**src/rtl/fscope_pkg.sv**
```systemverilog
// Shared constants and types for the function scope detector.
// Assumes a register file with 32 entries and the stack pointer in entry 29.
package fscope_pkg;
    localparam int unsigned GPR_IDX_W = 5;
    localparam logic [GPR_IDX_W-1:0] STACK_REG = 5'd29;

    typedef enum logic {
        TRK_IDLE   = 1'b0,
        TRK_ACTIVE = 1'b1
    } trk_state_e;
endpackage

```
**src/rtl/fscope_sp_shadow.sv**
```systemverilog
// Shadow copy of the stack pointer, rebuilt from register write-back ports.
// Assumes ports are numbered by priority: a higher-numbered port overrides
// a lower one when both write the stack register in the same cycle.
module fscope_sp_shadow #(
    parameter int unsigned XLEN      = 32,
    parameter int unsigned NUM_PORTS = 2,
    parameter int unsigned IDX_W     = 5,
    parameter logic [IDX_W-1:0] SP_IDX = 5'd29
) (
    input  logic                            clk,
    input  logic                            rst_n,
    input  logic [NUM_PORTS-1:0]            wr_en,
    input  logic [NUM_PORTS-1:0][IDX_W-1:0] wr_idx,
    input  logic [NUM_PORTS-1:0][XLEN-1:0]  wr_data,
    output logic [XLEN-1:0]                 sp_q
);
    logic [NUM_PORTS-1:0] hit;
    logic [XLEN-1:0]      sp_d;

    // One comparator per write port for the stack register index.
    for (genvar p = 0; p < NUM_PORTS; p++) begin : g_hit
        assign hit[p] = wr_en[p] && (wr_idx[p] == SP_IDX);
    end

    // Pick the next value; later ports overwrite earlier ones.
    always_comb begin
        sp_d = sp_q;
        for (int p = 0; p < NUM_PORTS; p++) begin
            if (hit[p]) sp_d = wr_data[p];
        end
    end

    // Hold the shadow stack pointer; cleared to zero by reset.
    always_ff @(posedge clk) begin
        if (!rst_n) sp_q <= '0;
        else        sp_q <= sp_d;
    end
endmodule

```
**src/rtl/fscope_pc_decode.sv**
```systemverilog
// Instruction-address decode for the watched function.
// Flags the exact start address and the prologue byte window after it.
// Assumes the prologue is contiguous from the start address.
module fscope_pc_decode #(
    parameter int unsigned ADDR_W = 32,
    parameter logic [ADDR_W-1:0] FUNC_ADDR = 32'h8000_0378,
    parameter int unsigned PROLOGUE_BYTES = 12
) (
    input  logic [ADDR_W-1:0] pc,
    output logic              start_hit,
    output logic              in_window
);
    localparam logic [ADDR_W-1:0] PRO_LEN = ADDR_W'(PROLOGUE_BYTES);

    logic [ADDR_W-1:0] offset;

    // Unsigned distance from the start; wraps large below the start.
    assign offset    = pc - FUNC_ADDR;
    assign start_hit = (pc == FUNC_ADDR);
    assign in_window = (offset < PRO_LEN);
endmodule

```
**src/rtl/fscope_ctrl.sv**
```systemverilog
// Scope controller: starts tracking on an address match while idle,
// records the stack pointer as the frame identity, arms once the stack
// has dropped a full frame below it, and ends tracking when the stack
// pointer climbs back to the frame. Assumes a downward-growing stack.
module fscope_ctrl #(
    parameter int unsigned XLEN        = 32,
    parameter int unsigned FRAME_BYTES = 32
) (
    input  logic            clk,
    input  logic            rst_n,
    input  logic            start_hit,
    input  logic            in_window,
    input  logic [XLEN-1:0] sp_live,
    output logic            scope_o,
    output logic            entry_o,
    output logic            exit_o,
    output logic            prologue_o,
    output logic [XLEN-1:0] frame_o
);
    import fscope_pkg::*;

    localparam logic [XLEN:0] FRAME_EXT = (XLEN+1)'(FRAME_BYTES);

    trk_state_e      state_q, state_d;
    logic [XLEN-1:0] frame_q;
    logic            armed_q;
    logic            active;
    logic            deep_enough;
    logic            popped;

    // Decode of current state and stack position relative to the frame.
    assign active      = (state_q == TRK_ACTIVE);
    assign deep_enough = ({1'b0, sp_live} + FRAME_EXT) <= {1'b0, frame_q};
    assign popped      = (sp_live >= frame_q);

    assign entry_o    = !active && start_hit;
    assign exit_o     = active && armed_q && popped;
    assign prologue_o = active && in_window;
    assign scope_o    = active;
    assign frame_o    = frame_q;

    // Next tracking state.
    always_comb begin
        state_d = state_q;
        if (entry_o)     state_d = TRK_ACTIVE;
        else if (exit_o) state_d = TRK_IDLE;
    end

    // State, recorded frame and arming flag.
    always_ff @(posedge clk) begin
        if (!rst_n) begin
            state_q <= TRK_IDLE;
            frame_q <= '0;
            armed_q <= 1'b0;
        end else begin
            state_q <= state_d;
            if (entry_o) begin
                frame_q <= sp_live;
                armed_q <= 1'b0;
            end else if (active && deep_enough) begin
                armed_q <= 1'b1;
            end
        end
    end
endmodule

```
**src/rtl/fscope_tracker.sv**
```systemverilog
// Top of the function scope detector. Joins the two write-back ports
// into the stack-pointer shadow, decodes the instruction address and
// runs the scope controller. Port 1 has priority on the stack register.
module fscope_tracker #(
    parameter int unsigned ADDR_W         = 32,
    parameter int unsigned XLEN           = 32,
    parameter logic [ADDR_W-1:0] FUNC_ADDR = 32'h8000_0378,
    parameter int unsigned FRAME_BYTES    = 32,
    parameter int unsigned PROLOGUE_BYTES = 12
) (
    input  logic                            clk,
    input  logic                            rst_n,
    input  logic [ADDR_W-1:0]               pc_i,
    input  logic                            wb0_en,
    input  logic [fscope_pkg::GPR_IDX_W-1:0] wb0_idx,
    input  logic [XLEN-1:0]                 wb0_data,
    input  logic                            wb1_en,
    input  logic [fscope_pkg::GPR_IDX_W-1:0] wb1_idx,
    input  logic [XLEN-1:0]                 wb1_data,
    output logic                            scope_o,
    output logic                            entry_o,
    output logic                            exit_o,
    output logic                            prologue_o,
    output logic [XLEN-1:0]                 frame_sp_o
);
    import fscope_pkg::*;

    localparam int unsigned NUM_WB = 2;

    logic [NUM_WB-1:0]                wr_en;
    logic [NUM_WB-1:0][GPR_IDX_W-1:0] wr_idx;
    logic [NUM_WB-1:0][XLEN-1:0]      wr_data;
    logic [XLEN-1:0]                  sp_live;
    logic                             start_hit;
    logic                             in_window;

    // Port 1 sits at the higher index so it wins on a conflict.
    assign wr_en   = {wb1_en, wb0_en};
    assign wr_idx  = {wb1_idx, wb0_idx};
    assign wr_data = {wb1_data, wb0_data};

    fscope_sp_shadow #(
        .XLEN(XLEN), .NUM_PORTS(NUM_WB), .IDX_W(GPR_IDX_W), .SP_IDX(STACK_REG)
    ) u_sp (
        .clk(clk), .rst_n(rst_n),
        .wr_en(wr_en), .wr_idx(wr_idx), .wr_data(wr_data),
        .sp_q(sp_live)
    );

    fscope_pc_decode #(
        .ADDR_W(ADDR_W), .FUNC_ADDR(FUNC_ADDR), .PROLOGUE_BYTES(PROLOGUE_BYTES)
    ) u_pc (
        .pc(pc_i), .start_hit(start_hit), .in_window(in_window)
    );

    fscope_ctrl #(
        .XLEN(XLEN), .FRAME_BYTES(FRAME_BYTES)
    ) u_ctrl (
        .clk(clk), .rst_n(rst_n),
        .start_hit(start_hit), .in_window(in_window), .sp_live(sp_live),
        .scope_o(scope_o), .entry_o(entry_o), .exit_o(exit_o),
        .prologue_o(prologue_o), .frame_o(frame_sp_o)
    );
endmodule

```
**config.mk**
```make
export PLATFORM = sky130hd
export DESIGN_NAME = fscope_tracker
export DESIGN_NICKNAME = d
export VERILOG_FILES = /design/src/rtl/fscope_pkg.sv /design/src/rtl/fscope_sp_shadow.sv /design/src/rtl/fscope_pc_decode.sv /design/src/rtl/fscope_ctrl.sv /design/src/rtl/fscope_tracker.sv
export SDC_FILE = /design/constraint.sdc
export NUM_CORES = 1
export LEC_CHECK = 0
export ABC_AREA = 1
export BUFFER_PORTS_ARGS = -buffer_cell sky130_fd_sc_hd__clkbuf_2
export CORE_AREA = 2 2 164 166
export DETAILED_ROUTE_END_ITERATION = 8
export DIE_AREA = 0 0 166 168
export GPL_TIMING_DRIVEN = 0
export PLACE_DENSITY_LB_ADDON = 0.15
export SLEW_MARGIN = 20
export SYNTH_ARGS = -nofsm -noshare
export SYNTH_HDL_FRONTEND = slang
export SYNTH_HIERARCHICAL = 1
export SYNTH_SLANG_ARGS = --single-unit
```
**constraint.sdc**
```tcl
create_clock -name clk -period 4.6 [get_ports clk]
set_clock_uncertainty 0.15 [all_clocks]
set_input_delay 1.15 -clock clk [delete_from_list [all_inputs] [get_ports clk]]
set_output_delay 1.15 -clock clk [all_outputs]
set_load 0.05 [all_outputs]
```
### After elaboration in Yosys (flattened, before gate mapping)

Index checks and enable logic that the tools add are counted.
W data, S select, Z words.

* bits in registers: 66
* latch bits: 0
* RAM bits: 0
* ROM bits: 0
* output and inout port bits: 36
* memories: 0

* add/subtract/negate cells: 2
* multipliers: 0
* div/mod/pow operators: 0
* magnitude comparators: 3
* equality and inequality tests: 3
* shifts and indexed selects: 0
* mux-type cells: 4
* bitwise gates (word level): 1
* reductions and logical operators: 11

Operator list (number)
* $mux W32: 2
* $add A32 B6 Y33 const B: 1
* $le A33 B32 Y1: 1
* $eq A32 B32 Y1 const B: 1
* $ge A32 B32 Y1: 1
* $lt A32 B4 Y1 const B: 1
* $sub A32 B32 Y32 const B: 1
* $eq A5 B5 Y1 const B: 2
* $logic_and A1 B1 Y1: 7
* $reduce_bool A2 Y1: 2
* $mux W1: 2
* $reduce_or A2 Y1: 1
* $logic_not A1 Y1: 1
* $not A1 Y1: 1

### Longest topological paths before layout

* depth in word-level cells: 4
* gate-level depth with buffers: 21
* depth with buffers taken out: 21

### Cells and area by module

The synthesis kept the hierarchy.

Modules (own cells, without submodules)
* fscope_ctrl: instances 1, cells each 492, area an instance 3313.2 µm²
* fscope_sp_shadow: instances 1, cells each 320, area an instance 1886.8 µm²
* fscope_pc_decode: instances 1, cells each 209, area an instance 963.4 µm²

### Worst setup path before layout

Ideal clock, no wire load.

* path kind: input-to-output
* from: input port pc_i[20]
* to: output port entry_o
* arrival time: 2.787 ns
* required time: 3.300 ns
* path slack: 0.513 ns
* stages: 8
* path buffers: 1
* cells stage by stage: nor2_1 -> nand2_1 -> nor2_1 -> nand2_1 -> nor3_1 -> inv_1 -> nor2_1 -> clkbuf_1

* word-level cells in the longest chain between the ends: 2

Ends and longest elaborated chain
* start: declaration: RTL line fscope_tracker.sv:13 `input logic [ADDR_W-1:0] pc_i,`
* $eq A32 B32 Y1: RTL line fscope_pc_decode.sv:19 `assign start_hit = (pc == FUNC_ADDR);`
* via start_hit: RTL line fscope_tracker.sv:34 `logic start_hit;`
* $logic_and A1 B1 Y1: RTL line fscope_ctrl.sv:36 `assign entry_o = !active && start_hit;`
* end: declaration: RTL line fscope_tracker.sv:21 `output logic entry_o,`

The timed path passes the listed nets, and every way through them passes these cells.

### Worst setup path after layout

Ends and elaborated chain as after synthesis.

==> flow_summary_export.csv <==
group,metric,value,unit
outcome,status,"completed",
setup_path,crit_required,3.30,ns
timing,worstMarginPinSlew,0.6483,ns
placement,portBuffers,145,
drt,vias,6485,
synth,ys_types,37,
setup_path,startpoint_type,"input port",
placement,gp_congestion,0.8219,
synth,syn-instance-count,1021,
clock_network,cts-hold-fix-buffers,0,
clock_network,cts_buffers,9,
pwr,clkPwrFrac,47.0,%
global_route,grtUsageTotal,14.51,%
setup_path,crit_type,"in -> out",
placement,place_area,7316,um2
clock_network,cts_tree,"built",
setup_path,crit_arrival,3.02,ns
timing,maxSlewHeadroom,56.78,%
global_route,antenna_found_initial,0,
pwr,switching_power,0.4391,mW
clock_network,clk_pin_slew,0.06,ns
timing,finalSetupViolations,0,
drt,wire_per_inst,13.12,um
timing,setup_ws,0.2800,ns
synth,synth-compound-area-share,9.196,%
synth,syn_area_per_cell,6.037,um2
floorplanning,core_area,26350,um2
synth,synth.area.mux_share,0,%
cells_and_area,fin_util,29.07,%
clock_network,ctsLongestPathBuffers,2,
timing,finalHoldViolCount,0,
placement,pre_cts_ws,-0.5825,ns
setup_path,crit_path_top_delay_cell,"nor3_1",
timing,finalMaxSlewViolations,0,
floorplanning,die_h,168,um
setup_path,max_stage_delay,0.31,ns
cells_and_area,diodes,0,
cells_and_area,design_area,7660,um2
pwr,combPwrFrac,16.1,%
global_route,overflow,0,
synth,netlist_area,6163,um2
clock_network,cts-root-buf,"clkbuf_16",
global_route,grt_pass1_wl,32470,um
pwr,peakVddDrop,0.0001584,V
cells_and_area,areaGrowthSynthToFinish,24.28,%
drt,viasPerCell,4.255,
drt,dr.first_iter.drc_count,272,
floorplanning,rows,60,
clock_network,clk_latency,0.34,ns
synth,synth_edf_count,0,
synth,synth_ff_type,"dfxtp_1",
pwr,power_density,208.7,nW/um2
floorplanning,ios,146,
synth,yosysTopAreaCellShare,21.44,%
timing,timing.final.crit_share,93.91,%
synth,synth_top_family_by_area,"simple AND/OR/NAND/NOR gates",
timing,rsz0062_at_grt,"false",
timing,max_freq,231.5,MHz
setup_path,worstPathMaxFanout,10,
synth,synth.ff_latch_count,66,
synth,yosysSeqAreaShare,21.44,%
floorplanning,die-area,27890,um2
drt,ant_nets,0,
cells_and_area,n_fill_cell,2999,
drt,finalWirelength,19990,um
drt,dr.pass1.iters,4,
run,maxCapViolCount,0,
setup_path,end_kind,"primary output",
synth,synth-simple-area-share,41.29,%
setup_path,crit_family,"simple AND/OR/NAND/NOR gates",
setup_path,path_cells,"clkbuf_2 -> nor2_1 -> nand2_1 -> nor2_1 -> nand2_1 -> nor3_1 -> inv_1 -> nor2_4 -> buf_2 -> clkbuf_4",
worst_hold_path,hold_path.class,"reg -> reg",
global_route,grt_start_max_net_pins,13,
synth,async_flop_share,0,%
global_route,grt_pass1_vias,6280,
pwr,p_leak,4.109,nW
pwr,switching_share,27.47,%
timing,period_minus_slack,4.320,ns
clock_network,clock-sinks,66,
synth,netlist.top_cell.by_area,"dfxtp_1",
drt,drcViolationCount,0,
synth,synth_area_leaders,"dfxtp_1 21%, nand2_1 16%, ha_1 12%, nor2_1 11%, inv_1 9.1%",
placement,dpl.hpwl,16600,um
floorplanning,floorplan.initialDensity,23.39,%
cells_and_area,finalNetCount,1350,
pwr,p_seq_share,37.0,%
pwr,p_int,1.159,mW
synth,syn_nets,1192,
floorplanning,die-width,166,um
synth,yosysWarnings,6,
clock_network,cts_max_level,3,
synth,synthAdderAreaFrac,12.38,%
synth,synth_common_cells,"261 x nand2_1, 180 x nor2_1, 150 x inv_1",
synth,synth_xor_area_share,3.979,%
synth,yosysMostFrequentCell,"nand2_1",
cells_and_area,drive_gt1_share,17.16,%
setup_path,cp.buffers_inverters,4,
==> repair_timing <==
item / 4_1_cts / 5_1_grt
endpoints found under the setup margin: 1 / 1
resized for setup: 4 / 1
buffers inserted: 0 / 2
cloned: 0 / 0
hold endpoints to repair: 0 / 0
pin swaps: 0 / 1
==> metal layers <==
layer | vias up | GRT usage (%) | part of all wire (%)
met5 | - | 0 | 0
met4 | 0 | 4.159 | 1.4
met3 | 18 | 2.233 | 4.4
met2 | 139 | 23.74 | 43
met1 | 2803 | 19.78 | 51
li1 | 3525 | - | -
==> flip-flops by register name, summed over array words and instances, names as in the netlist <==
signal          flops
u_ctrl/frame_o     32
u_ctrl/armed_q      1
u_ctrl/scope_o      1
u_sp/sp_q          32
==> cells by family after synthesis <==
family	Yosys count
compound gates	111
xor+xnor	28
fa+ha+maj	61
buf+inv	181
flops	66
simple gates	574
==> worst reg2reg max path, stage by stage, from the launching register on <==
cell and delay (ns):
dfxtp_1 0.43, ha_1 0.22, nand2_1 0.13, nor3_4 0.26, nand2_2 0.11, nor2_2 0.16, and2_2 0.21, nand2_1 0.07
xor2_1 0.14, inv_1 0.06, ha_1 0.28, nand2_1 0.05, nor2_1 0.25, and2_1 0.19, a21boi_0 0.18, nor2_1 0.08
nand2_1 0.07, nand2_1 0.09, nand2_1 0.07, a21oi_1 0.06
==> final cells by class <==
cell class	instances	area (um2)	share of cell area (%)
clock inverters	6	92.59	1.209
flip-flops and latches	66	1321	17.25
repair buffers	147	743.2	9.703
inverters	153	574.3	7.498
multi-input cells	774	4128	53.89
plain buffers	28	148.9	1.944
well taps	341	426.7	5.570
clock buffers	9	225.2	2.940
==> worst paths after layout <==
check	slack (ns)	from	cells after the start	to
min	0.30	u_ctrl/armed_q	2	u_ctrl/armed_q
max	0.28	pc_i[20]	10	entry_o
max reg2reg	1.25	u_sp/sp_q[6]	19	u_ctrl/armed_q
min reg2reg	0.30	u_ctrl/armed_q	2	u_ctrl/armed_q
==> stage by stage <==
stage,hold WS [ns],power (mW),setup TNS [ns],std cells
floorplan,0.2767,0.7530,0,1021
global placement,0.2887,0.8611,-0.6161,1507
detailed placement,0.2901,0.8611,-0.5825,1507
CTS,0.2998,1.624,0,1522
global route,0.3217,1.684,0,1524
finish,0.3012,1.598,0,1524
==> power by group through the flow <==
| stage | clock network (mW) | logic (mW) | registers (mW) |
|---|---|---|---|
| final | 0.751 | 0.257 | 0.591 |
| after global routing | 0.794 | 0.298 | 0.592 |
| after CTS | 0.774 | 0.259 | 0.591 |
| after detailed placement | 0 | 0.258 | 0.603 |
| after global placement | 0 | 0.258 | 0.603 |
| after floorplan | 0 | 0.155 | 0.598 |
==> placed cells by master, fill, tap and decap left out, types with 6 or more instances in the layout <==
cell type,count
nand2_1,261
nor2_1,179
inv_1,150
clkbuf_2,144
dfxtp_1,66
ha_1,61
a21oi_1,60
o21ai_0,44
nand3_1,38
nand3b_1,34
xor2_1,23
nor3_1,14
clkbuf_1,14
nand4_1,13
clkbuf_16,9
nand2_2,8
nor2_4,6
Power figures use the tool's default switching activity.
